File: src/rtl/mbc_pkg.sv
`timescale 1ns/1ps
package mbc_pkg;
  typedef enum logic [1:0] {SQ_IDLE, SQ_U1, SQ_U2, SQ_PROG} seq_st_t;

  localparam logic [15:0] UNLK_ADDR_A = 16'h5555;
  localparam logic [15:0] UNLK_ADDR_B = 16'h2AAA;
  localparam logic [15:0] UNLK_KEY_A  = 16'h00AA;
  localparam logic [15:0] UNLK_KEY_B  = 16'h0055;
  localparam logic [15:0] CMD_PROG    = 16'h00A0;
  localparam logic [15:0] CMD_ERASE   = 16'h0010;
  localparam logic [3:0]  PAGE_STATUS = 4'h5;
  localparam logic [3:0]  PAGE_ID     = 4'hF;
endpackage

File: src/rtl/mbc_bus_if.sv
`timescale 1ns/1ps
module mbc_bus_if #(
  parameter int NB = 3,
  parameter int AW = 16,
  parameter int DW = 16,
  localparam int BW = (NB > 1) ? $clog2(NB) : 1,
  localparam int CW = $clog2(NB + 1)
) (
  input  logic          clk,
  input  logic          rst_n,
  input  logic [NB-1:0] bank_sel_n,
  input  logic          out_en_n,
  input  logic          wr_en_n,
  input  logic [AW-1:0] addr,
  input  logic [DW-1:0] wdata,
  output logic          rd_req,
  output logic [BW-1:0] rd_bank,
  output logic [AW-1:0] rd_addr,
  output logic          cyc_done,
  output logic [BW-1:0] cyc_bank,
  output logic [AW-1:0] cyc_addr,
  output logic [DW-1:0] cyc_data
);
  // input sampling stage
  logic [NB-1:0] s_sel_n;
  logic          s_oe_n, s_we_n;
  logic [AW-1:0] s_addr;
  logic [DW-1:0] s_wdata;

  always_ff @(posedge clk or negedge rst_n) begin
    if (!rst_n) begin
      s_sel_n <= '1;
      s_oe_n  <= 1'b1;
      s_we_n  <= 1'b1;
      s_addr  <= '0;
      s_wdata <= '0;
    end else begin
      s_sel_n <= bank_sel_n;
      s_oe_n  <= out_en_n;
      s_we_n  <= wr_en_n;
      s_addr  <= addr;
      s_wdata <= wdata;
    end
  end

  logic [CW-1:0] nsel;
  logic [BW-1:0] sel_idx;
  always_comb begin
    nsel    = '0;
    sel_idx = '0;
    for (int i = 0; i < NB; i++) begin
      if (!s_sel_n[i]) begin
        nsel    = nsel + CW'(1);
        sel_idx = BW'(i);
      end
    end
  end

  logic one_sel, multi_sel;
  assign one_sel   = (nsel == CW'(1));
  assign multi_sel = (nsel > CW'(1));

  assign rd_req  = one_sel & ~s_oe_n & s_we_n;
  assign rd_bank = sel_idx;
  assign rd_addr = s_addr;

  // write cycle tracker: opens on later fall, closes on later rise
  logic          in_cyc, in_cyc_d;
  logic [BW-1:0] cb_q, cb_d;
  logic [AW-1:0] ca_q, ca_d;
  logic [DW-1:0] cd_q, cd_d;
  logic          done_q, done_d;

  always_comb begin
    in_cyc_d = in_cyc;
    cb_d     = cb_q;
    ca_d     = ca_q;
    cd_d     = cd_q;
    done_d   = 1'b0;
    if (!in_cyc) begin
      if (one_sel && !s_we_n) begin
        in_cyc_d = 1'b1;
        cb_d     = sel_idx;
        ca_d     = s_addr;
      end
    end else if (multi_sel) begin
      in_cyc_d = 1'b0;
    end else if (s_we_n && s_sel_n[cb_q]) begin
      in_cyc_d = 1'b0;
      done_d   = 1'b1;
      cd_d     = s_wdata;
    end
  end

  always_ff @(posedge clk or negedge rst_n) begin
    if (!rst_n) begin
      in_cyc <= 1'b0;
      cb_q   <= '0;
      ca_q   <= '0;
      cd_q   <= '0;
      done_q <= 1'b0;
    end else begin
      in_cyc <= in_cyc_d;
      done_q <= done_d;
      if (in_cyc_d && !in_cyc) begin
        cb_q <= cb_d;
        ca_q <= ca_d;
      end
      if (done_d) cd_q <= cd_d;
    end
  end

  assign cyc_done = done_q;
  assign cyc_bank = cb_q;
  assign cyc_addr = ca_q;
  assign cyc_data = cd_q;

  // a completed cycle is a single-clock event
  p_done_pulse_r3: assert property (@(posedge clk) disable iff (!rst_n)
    cyc_done |=> !cyc_done);

  // overlapping selects never complete a write cycle on the next clock
  p_overlap_no_cycle_r2: assert property (@(posedge clk) disable iff (!rst_n)
    multi_sel |=> !cyc_done);
endmodule

File: src/rtl/mbc_cmd_seq.sv
`timescale 1ns/1ps
module mbc_cmd_seq import mbc_pkg::*; #(
  parameter int NB          = 3,
  parameter int AW          = 16,
  parameter int DW          = 16,
  parameter int WORDS       = 16,
  parameter int BUSY_CYCLES = 64,
  localparam int BW  = (NB > 1) ? $clog2(NB) : 1,
  localparam int IW  = $clog2(WORDS),
  localparam int CNW = $clog2(BUSY_CYCLES + 1)
) (
  input  logic          clk,
  input  logic          rst_n,
  input  logic          cyc_done,
  input  logic [BW-1:0] cyc_bank,
  input  logic [AW-1:0] cyc_addr,
  input  logic [DW-1:0] cyc_data,
  output logic [NB-1:0] arr_we,
  output logic [NB-1:0] arr_erase,
  output logic [IW-1:0] arr_idx,
  output logic [DW-1:0] arr_data,
  output logic [NB-1:0] busy_vec,
  output logic          cmd_err
);
  seq_st_t        st_q, st_d, st_eff;
  logic [BW-1:0]  bank_q, bank_d;
  logic           launch_wr, launch_er, busy_any, go;
  logic [NB-1:0]  busy_d;
  logic [CNW-1:0] cnt_q, cnt_d;
  logic           err_q, err_d;
  logic [NB-1:0]  bank_hot;

  assign busy_any = |busy_vec;
  assign bank_hot = {{(NB-1){1'b0}}, 1'b1} << bank_q;

  always_comb begin
    st_d      = st_q;
    bank_d    = bank_q;
    launch_wr = 1'b0;
    launch_er = 1'b0;
    st_eff    = st_q;
    if (cyc_done) begin
      // a cycle on another select abandons the pending sequence
      if (st_q != SQ_IDLE && cyc_bank != bank_q) st_eff = SQ_IDLE;
      st_d = SQ_IDLE;
      case (st_eff)
        SQ_IDLE: if (cyc_addr == AW'(UNLK_ADDR_A) && cyc_data == DW'(UNLK_KEY_A)) begin
          st_d   = SQ_U1;
          bank_d = cyc_bank;
        end
        SQ_U1: if (cyc_addr == AW'(UNLK_ADDR_B) && cyc_data == DW'(UNLK_KEY_B))
          st_d = SQ_U2;
        SQ_U2: if (cyc_addr == AW'(UNLK_ADDR_A)) begin
          if (cyc_data == DW'(CMD_PROG))       st_d = SQ_PROG;
          else if (cyc_data == DW'(CMD_ERASE)) launch_er = 1'b1;
        end
        SQ_PROG: launch_wr = 1'b1;
        default: st_d = SQ_IDLE;
      endcase
    end
  end

  assign go    = (launch_wr | launch_er) & ~busy_any;
  assign err_d = err_q | ((launch_wr | launch_er) & busy_any);

  always_comb begin
    busy_d = busy_vec;
    cnt_d  = cnt_q;
    if (go) begin
      busy_d = bank_hot;
      cnt_d  = CNW'(BUSY_CYCLES - 1);
    end else if (busy_any) begin
      if (cnt_q == '0) busy_d = '0;
      else             cnt_d  = cnt_q - CNW'(1);
    end
  end

  always_ff @(posedge clk or negedge rst_n) begin
    if (!rst_n) begin
      st_q     <= SQ_IDLE;
      bank_q   <= '0;
      busy_vec <= '0;
      cnt_q    <= '0;
      err_q    <= 1'b0;
    end else begin
      if (cyc_done) begin
        st_q   <= st_d;
        bank_q <= bank_d;
      end
      if (go || busy_any) begin
        busy_vec <= busy_d;
        cnt_q    <= cnt_d;
      end
      err_q <= err_d;
    end
  end

  assign arr_we    = (go && launch_wr) ? bank_hot : '0;
  assign arr_erase = (go && launch_er) ? bank_hot : '0;
  assign arr_idx   = cyc_addr[IW-1:0];
  assign arr_data  = cyc_data;
  assign cmd_err   = err_q;

  // never more than one bank busy
  p_single_busy_r6: assert property (@(posedge clk) disable iff (!rst_n)
    $onehot0(busy_vec));

  // the busy bank does not change while its count is running
  p_busy_hold_r6: assert property (@(posedge clk) disable iff (!rst_n)
    (busy_any && cnt_q != '0) |=> (busy_vec == $past(busy_vec)));

  // the error flag is sticky
  p_err_sticky_r7: assert property (@(posedge clk) disable iff (!rst_n)
    cmd_err |=> cmd_err);

  // an array update never happens while a bank is already busy
  p_no_update_when_busy_r7: assert property (@(posedge clk) disable iff (!rst_n)
    busy_any |-> (arr_we == '0 && arr_erase == '0));
endmodule

File: src/rtl/mbc_bank_mem.sv
`timescale 1ns/1ps
module mbc_bank_mem #(
  parameter int DW    = 16,
  parameter int WORDS = 16,
  localparam int IW   = $clog2(WORDS)
) (
  input  logic          clk,
  input  logic          rst_n,
  input  logic          we,
  input  logic          erase,
  input  logic [IW-1:0] widx,
  input  logic [DW-1:0] wdata,
  input  logic [IW-1:0] ridx,
  output logic [DW-1:0] rdata
);
  logic [DW-1:0] mem [WORDS];

  always_ff @(posedge clk or negedge rst_n) begin
    if (!rst_n) begin
      for (int i = 0; i < WORDS; i++) mem[i] <= '1;
    end else if (erase) begin
      for (int i = 0; i < WORDS; i++) mem[i] <= '1;
    end else if (we) begin
      mem[widx] <= wdata;
    end
  end

  assign rdata = mem[ridx];
endmodule

File: src/rtl/mbank_cmd_ctrl.sv
`timescale 1ns/1ps
module mbank_cmd_ctrl import mbc_pkg::*; #(
  parameter int NB          = 3,
  parameter int AW          = 16,
  parameter int DW          = 16,
  parameter int WORDS       = 16,
  parameter int BUSY_CYCLES = 64,
  parameter logic [DW-1:0] ID_WORD = 'h00C5
) (
  input  logic          clk,
  input  logic          rst_n,
  input  logic [NB-1:0] bank_sel_n,
  input  logic          out_en_n,
  input  logic          wr_en_n,
  input  logic [AW-1:0] addr,
  input  logic [DW-1:0] wdata,
  output logic [DW-1:0] rdata,
  output logic          rdata_drive,
  output logic          cmd_err
);
  localparam int BW = (NB > 1) ? $clog2(NB) : 1;
  localparam int IW = $clog2(WORDS);
  localparam int EE = NB - 1;

  // reset: asserted asynchronously, released on the clock
  logic rst_meta, rst_sync;
  always_ff @(posedge clk or negedge rst_n) begin
    if (!rst_n) {rst_sync, rst_meta} <= 2'b00;
    else        {rst_sync, rst_meta} <= {rst_meta, 1'b1};
  end

  logic          rd_req, cyc_done;
  logic [BW-1:0] rd_bank, cyc_bank;
  logic [AW-1:0] rd_addr, cyc_addr;
  logic [DW-1:0] cyc_data;

  mbc_bus_if #(.NB(NB), .AW(AW), .DW(DW)) u_bus (
    .clk(clk), .rst_n(rst_sync),
    .bank_sel_n(bank_sel_n), .out_en_n(out_en_n), .wr_en_n(wr_en_n),
    .addr(addr), .wdata(wdata),
    .rd_req(rd_req), .rd_bank(rd_bank), .rd_addr(rd_addr),
    .cyc_done(cyc_done), .cyc_bank(cyc_bank), .cyc_addr(cyc_addr), .cyc_data(cyc_data)
  );

  logic [NB-1:0] arr_we, arr_erase, busy_vec;
  logic [IW-1:0] arr_idx;
  logic [DW-1:0] arr_data;

  mbc_cmd_seq #(.NB(NB), .AW(AW), .DW(DW), .WORDS(WORDS), .BUSY_CYCLES(BUSY_CYCLES)) u_seq (
    .clk(clk), .rst_n(rst_sync),
    .cyc_done(cyc_done), .cyc_bank(cyc_bank), .cyc_addr(cyc_addr), .cyc_data(cyc_data),
    .arr_we(arr_we), .arr_erase(arr_erase), .arr_idx(arr_idx), .arr_data(arr_data),
    .busy_vec(busy_vec), .cmd_err(cmd_err)
  );

  logic [DW-1:0] bank_rd [NB];

  for (genvar b = 0; b < NB; b++) begin : g_bank
    mbc_bank_mem #(.DW(DW), .WORDS(WORDS)) u_mem (
      .clk(clk), .rst_n(rst_sync),
      .we(arr_we[b]), .erase(arr_erase[b]),
      .widx(arr_idx), .wdata(arr_data),
      .ridx(rd_addr[IW-1:0]), .rdata(bank_rd[b])
    );
  end

  logic unused_addr_bits;
  assign unused_addr_bits = ^rd_addr[AW-5:IW];

  // read selection: status page, identification page, or array word
  logic          drv_d, drv_q;
  logic [DW-1:0] dat_d, dat_q;
  logic [3:0]    page;
  assign page = rd_addr[AW-1:AW-4];

  always_comb begin
    drv_d = 1'b0;
    dat_d = '0;
    if (rd_req) begin
      if (rd_bank == BW'(EE) && page == PAGE_STATUS) begin
        drv_d = 1'b1;
        dat_d = DW'(busy_vec);
      end else if (rd_bank == '0 && page == PAGE_ID) begin
        if (busy_vec == '0) begin
          drv_d = 1'b1;
          dat_d = ID_WORD;
        end
      end else if (!busy_vec[rd_bank]) begin
        drv_d = 1'b1;
        dat_d = bank_rd[rd_bank];
      end
    end
  end

  always_ff @(posedge clk or negedge rst_sync) begin
    if (!rst_sync) begin
      drv_q <= 1'b0;
      dat_q <= '0;
    end else begin
      drv_q <= drv_d;
      if (drv_d) dat_q <= dat_d;
    end
  end

  assign rdata       = dat_q;
  assign rdata_drive = drv_q;

  logic multi_raw;
  assign multi_raw = ($countones(~bank_sel_n) > 1);

  // output enable high two clocks earlier keeps the bus undriven
  p_oe_high_quiet_r1: assert property (@(posedge clk) disable iff (!rst_sync)
    $past(out_en_n, 2) |-> !rdata_drive);

  // overlapping selects two clocks earlier keep the bus undriven
  p_overlap_quiet_r2: assert property (@(posedge clk) disable iff (!rst_sync)
    $past(multi_raw, 2) |-> !rdata_drive);
endmodule

File: config.mk
export PLATFORM = sky130hd
export DESIGN_NAME = mbank_cmd_ctrl
export DESIGN_NICKNAME = d
export VERILOG_FILES = /design/src/rtl/mbc_pkg.sv /design/src/rtl/mbc_bus_if.sv /design/src/rtl/mbc_cmd_seq.sv /design/src/rtl/mbc_bank_mem.sv /design/src/rtl/mbank_cmd_ctrl.sv
export SDC_FILE = /design/constraint.sdc
export NUM_CORES = 2
export LEC_CHECK = 0
export ABC_AREA = 1
export BUFFER_PORTS_ARGS = -buffer_cell sky130_fd_sc_hd__buf_2
export CORE_ASPECT_RATIO = 0.7
export CORE_MARGIN = 2
export CORE_UTILIZATION = 58
export DETAILED_ROUTE_END_ITERATION = 6
export PLACE_DENSITY = 0.85
export SETUP_SLACK_MARGIN = 0.5
export SLEW_MARGIN = 20
export SYNTH_ARGS = -nofsm -noshare
export SYNTH_HDL_FRONTEND = slang
export SYNTH_SLANG_ARGS = --single-unit
File: constraint.sdc
create_clock -name clk -period 26.1 [get_ports clk]
set_clock_uncertainty 0.1 [all_clocks]
set_input_delay 1.305 -clock clk [delete_from_list [all_inputs] [get_ports clk]]
set_output_delay 1.305 -clock clk [all_outputs]
set_load 0.02 [all_outputs]
==> reports/summary.md <==
The flow ran to the end, but the final reports show violations. The final reports fail on DRC. The die is 339.8 um wide. For this design the static power due to leakage is 23.89 nW. The number of DRC violations after detailed-routing iteration 0 is 6071, and the number of instances resized during post-cts repair is 0. Setup violations remaining at the end of the flow were counted as 0. The family with the most delay on the worst path is buffers and inverters. The signal on the critical path passes through clkinv_2 -> nand3_2 -> nor2_2 -> nand2_1 -> nor2_4 -> nand4_4 -> nor2_2 -> inv_6 -> buf_4 -> buf_4 -> nand2_1 -> nor2_1 -> nor2_1. The worst register-to-register path has a depth of 13.

By count the netlist is led by sky130_fd_sc_hd__nor2_1, sky130_fd_sc_hd__nand2_1, sky130_fd_sc_hd__dfstp_2. The part of the cycle the worst path needs was 0.2116; the worst voltage drop across the vdd grid was 64.51 uV. The root buffer cell chosen for the clock tree is sky130_fd_sc_hd__clkbuf_16. The number of buffers and inverters on the critical path is 4, and the final routed wire length divided by cell count is 20.73 um. The share of the synthesized area in the top cell type works out to 0.4438.

The via count of the routed design is 42120, and the measured slew at the worst slew-check pin is 1.185 ns. TritonCTS built the clock tree. The average size of a mapped cell is 7.486 um2, and the delay of the slowest cell on the worst path is 1.07 ns. The startpoint identified for the worst hold timing path is rst_meta$_DFF_PN0_.

The overall global routing resource usage is 0.3551. The clock net sink count was 875. Sort of element at the start of the critical path: a flip-flop. Summed over all layers, the routed wires come to 145.4 mm. Port buffering added 56 buffers. The headroom to the max-slew limit came out at 0.2091. The number of pins with negative max-slew slack in the final report came out at 0. The largest individual stage delay along the critical path comes from the cell sky130_fd_sc_hd__dfrtp_1. The largest area contributor in the netlist was sky130_fd_sc_hd__dfstp_2. The type of the setup path with the least slack is reg2reg. Yosys mapped a number of flops with a built-in enable equal to 0. The reg-to-reg critical path endpoint is g_bank[0].u_mem.mem[0]$_DFFE_PN1P_. STA puts the critical path data required time at 26.58 ns. Along the worst hold path, the cell count comes to 0. The cell with the most instances after synthesis was sky130_fd_sc_hd__nor2_1. At the worst endpoint, the arrival time is 6.01 ns.

The fraction of layout cells with a size suffix above 1 was 0.1945. In this run the worst hold path is classified as reg2reg. The tools report the number of antenna violations at the first check in global routing as 4.

After the last flow step, the layout net total stands at 5930. In this run the critical register-to-register path is launched from u_bus.cyc_data[15]$_DFFE_PN0P_. After floorplanning, the core was divided into 86 placement rows. The tools report the largest net degree at the start of global routing as 177. For this design the ratio of total power to cell area is 67.96 nW/um2. The starting density of the core came out at 0.5835. Routability-driven placement finished with a final weighted congestion of 0.9894. The clock-pin slew on the worst setup and hold paths is 0.06 ns. The setup check on the worst reg-to-reg path leaves a slack of 20.58 ns. The instance count of the mapped netlist was 6114; the count of pins on the block boundary was 57. In this run, post-CTS hold repair placed 0 buffers. Number of setup buffers added after CTS: 0. Yosys printed 0 warnings. Biggest fanout along the worst timing path: 101. The maximum level of the CTS H-tree was 3; the total overflow reported by the global router was 0. Once detail routing completed, the nets flagged for antenna violations numbered 0.

The worst-skew pair later-pin latency was 0.67 ns; the logic depth of the worst setup path including buffers was 13. Setup repair after global routing left no endpoint under its margin. The post-synthesis instance area is 45770 um2, and the sequential fraction of the synthesis area is 0.4995. Async set or reset register ratio after synthesis: 1.000. STA classifies the critical path endpoint as a flip-flop. The longest clock path from root to sink contains 3 buffers. The detailed placer's ending HPWL is 89.20 mm, and the total of max-cap violations is 0.

Buffers inserted during clock tree synthesis total 85. The number of design rule violations left after detail routing is 3, and the vias per cell is 6.004. The logs give 225.5 mm for the global-route wire length before repair and 44 for the distinct cell type count after synthesis.

The floorplan step defined a die boundary enclosing 81210 um2. In the synthesized netlist the dominant register cell turns out to be sky130_fd_sc_hd__dfstp_2. The post-route core utilization came out at 0.6254. The number of global-route vias before repair is 39640, and the minimum clock period is 5.522 ns.

Adding up every negative setup slack in the final design gives 0 ns. Counting every net in the synthesized netlist gives 6157. Relative to the synthesized area, the layout overhead comes to 7.195%. The final hold violation count was 0. Measured along the y axis, the die boundary spans 239.0 um.

For this run, the top clock speed supported by timing is 181.1 MHz. The run gives 78440 um2 as the core region area. Sorting the synthesized cells by area gives the leading types as sky130_fd_sc_hd__dfstp_2, sky130_fd_sc_hd__nor2_1, sky130_fd_sc_hd__nand2_1. The number of search-and-repair iterations in the first detailed-routing pass was 7. The terminating pin of the worst hold path was rst_sync$_DFF_PN0_.

Synthesized flop and latch total: 875.
==> how the worst max path moves through the flow <==
stage                                              start                                    to
final                     u_bus.cyc_data[15]$_DFFE_PN0P_    g_bank[0].u_mem.mem[0]$_DFFE_PN1P_
after global routing      u_bus.cyc_data[15]$_DFFE_PN0P_   g_bank[0].u_mem.mem[19]$_DFFE_PN1P_
after CTS                 u_bus.cyc_data[15]$_DFFE_PN0P_  g_bank[0].u_mem.mem[118]$_DFFE_PN1P_
after detailed placement  u_bus.cyc_data[15]$_DFFE_PN0P_    g_bank[0].u_mem.mem[0]$_DFFE_PN1P_
after global placement     u_bus.cyc_data[3]$_DFFE_PN0P_   g_bank[0].u_mem.mem[18]$_DFFE_PN1P_
after floorplan                       rst_sync$_DFF_PN0_                  rdata[0]$_DFFE_PN0P_
==> per-layer routing <==
metal  global-route usage  vias to the layer above  wire (um)
li1                     -                    18970          -
met5                    0                        -         37
met2               0.5129                     2726      61550
met4               0.1710                        6       7316
met1               0.4800                    19930      56220
met3               0.1205                      490      20300
==> flip-flops by register name, summed over array words and instances (netlist names) <==
name and cells:
u_seq.busy_vec 3, u_bus.cyc_data 16, g_bank.u_mem.mem 768, u_bus.cyc_addr 16
rst_meta 1, u_bus.in_cyc 1, rdata_drive 1, u_seq.cnt_q 7
u_bus.cyc_done 1, u_seq.cmd_err 1, u_bus.rd_addr 16, u_bus.s_wdata 16
u_seq.st_q 2, u_bus.s_we_n 1, u_bus.s_sel_n 3, rst_sync 1
rdata 16, u_seq.bank_q 2, u_bus.cyc_bank 2, u_bus.s_oe_n 1
==> power breakdown <==
part | internal (mW) | leakage, nW | switching (mW)
clock network | 0.736 | 1.43 | 0.564
logic | 0.111 | 13.2 | 0.451
registers | 1.39 | 9.23 | 0.0767
total | 2.24 | 23.9 | 1.09
==> per-stage QoR <==
step	total power [mW]	cells	hold WS (ns)	area [um2]	setup slack, ns
global placement	2.007	6856	0.2342	46130	21.10
floorplan	1.797	6114	0.2312	45770	1.155
CTS	3.306	7014	0.2582	49060	20.91
detailed placement	2.015	6856	0.2449	46130	20.96
finish	3.334	7016	0.2557	49060	20.58
global route	3.426	7014	0.2666	49060	20.50
==> layout by cell type (no fill, tap or decap), types with 2 or more instances in the layout <==
cell / instances
sky130_fd_sc_hd__nand2_1: 1460
sky130_fd_sc_hd__nand3_1: 195
sky130_fd_sc_hd__nand2_4: 12
sky130_fd_sc_hd__dfrtp_1: 97
sky130_fd_sc_hd__clkbuf_1: 15
sky130_fd_sc_hd__xnor2_1: 5
sky130_fd_sc_hd__nor3_1: 4
sky130_fd_sc_hd__nor3_2: 2
sky130_fd_sc_hd__o211ai_1: 406
sky130_fd_sc_hd__dfrtp_4: 4
sky130_fd_sc_hd__nor4_1: 7
sky130_fd_sc_hd__buf_12: 2
sky130_fd_sc_hd__nand2_2: 12
sky130_fd_sc_hd__diode_2: 2
sky130_fd_sc_hd__bufinv_16: 7
sky130_fd_sc_hd__buf_2: 56
sky130_fd_sc_hd__clkinv_2: 24
sky130_fd_sc_hd__clkbuf_8: 17
sky130_fd_sc_hd__inv_6: 4
sky130_fd_sc_hd__clkinv_8: 2
sky130_fd_sc_hd__nor2_8: 18
sky130_fd_sc_hd__inv_1: 178
sky130_fd_sc_hd__dfstp_2: 773
sky130_fd_sc_hd__nor2_2: 22
sky130_fd_sc_hd__clkinvlp_4: 6
sky130_fd_sc_hd__buf_4: 71
sky130_fd_sc_hd__a21oi_1: 40
sky130_fd_sc_hd__nand4_1: 6
sky130_fd_sc_hd__xor2_1: 2
sky130_fd_sc_hd__nand3_2: 3
sky130_fd_sc_hd__nand3_4: 3
sky130_fd_sc_hd__nor2_1: 1984
sky130_fd_sc_hd__clkbuf_16: 87
sky130_fd_sc_hd__inv_2: 21
sky130_fd_sc_hd__ha_1: 4
sky130_fd_sc_hd__clkinv_1: 8
sky130_fd_sc_hd__nor2_4: 5
sky130_fd_sc_hd__o21ai_0: 380
==> area by class of cell <==
type / count / area, um2
clock buffer: 119 / 2467
antenna: 2 / 5.005
fill: 6617 / 29380
multi-input combinational: 4582 / 20250
inverter: 214 / 822.0
timing repair buffer: 129 / 853.3
tap: 1056 / 1321
sequential: 875 / 22880
clock inverter: 39 / 459.2
==> cells by family after synthesis <==
family / synth area share
buffers and inverters: 0.05897
AND/OR/NAND/NOR: 0.3255
AO/OA/AOI/OAI: 0.1135
adder cells (fa/ha/maj): 0.001094
flip-flops: 0.4995
XOR/XNOR: 0.001340
other: 0.00008194
Note: power is estimated with default switching activity, not from simulation.
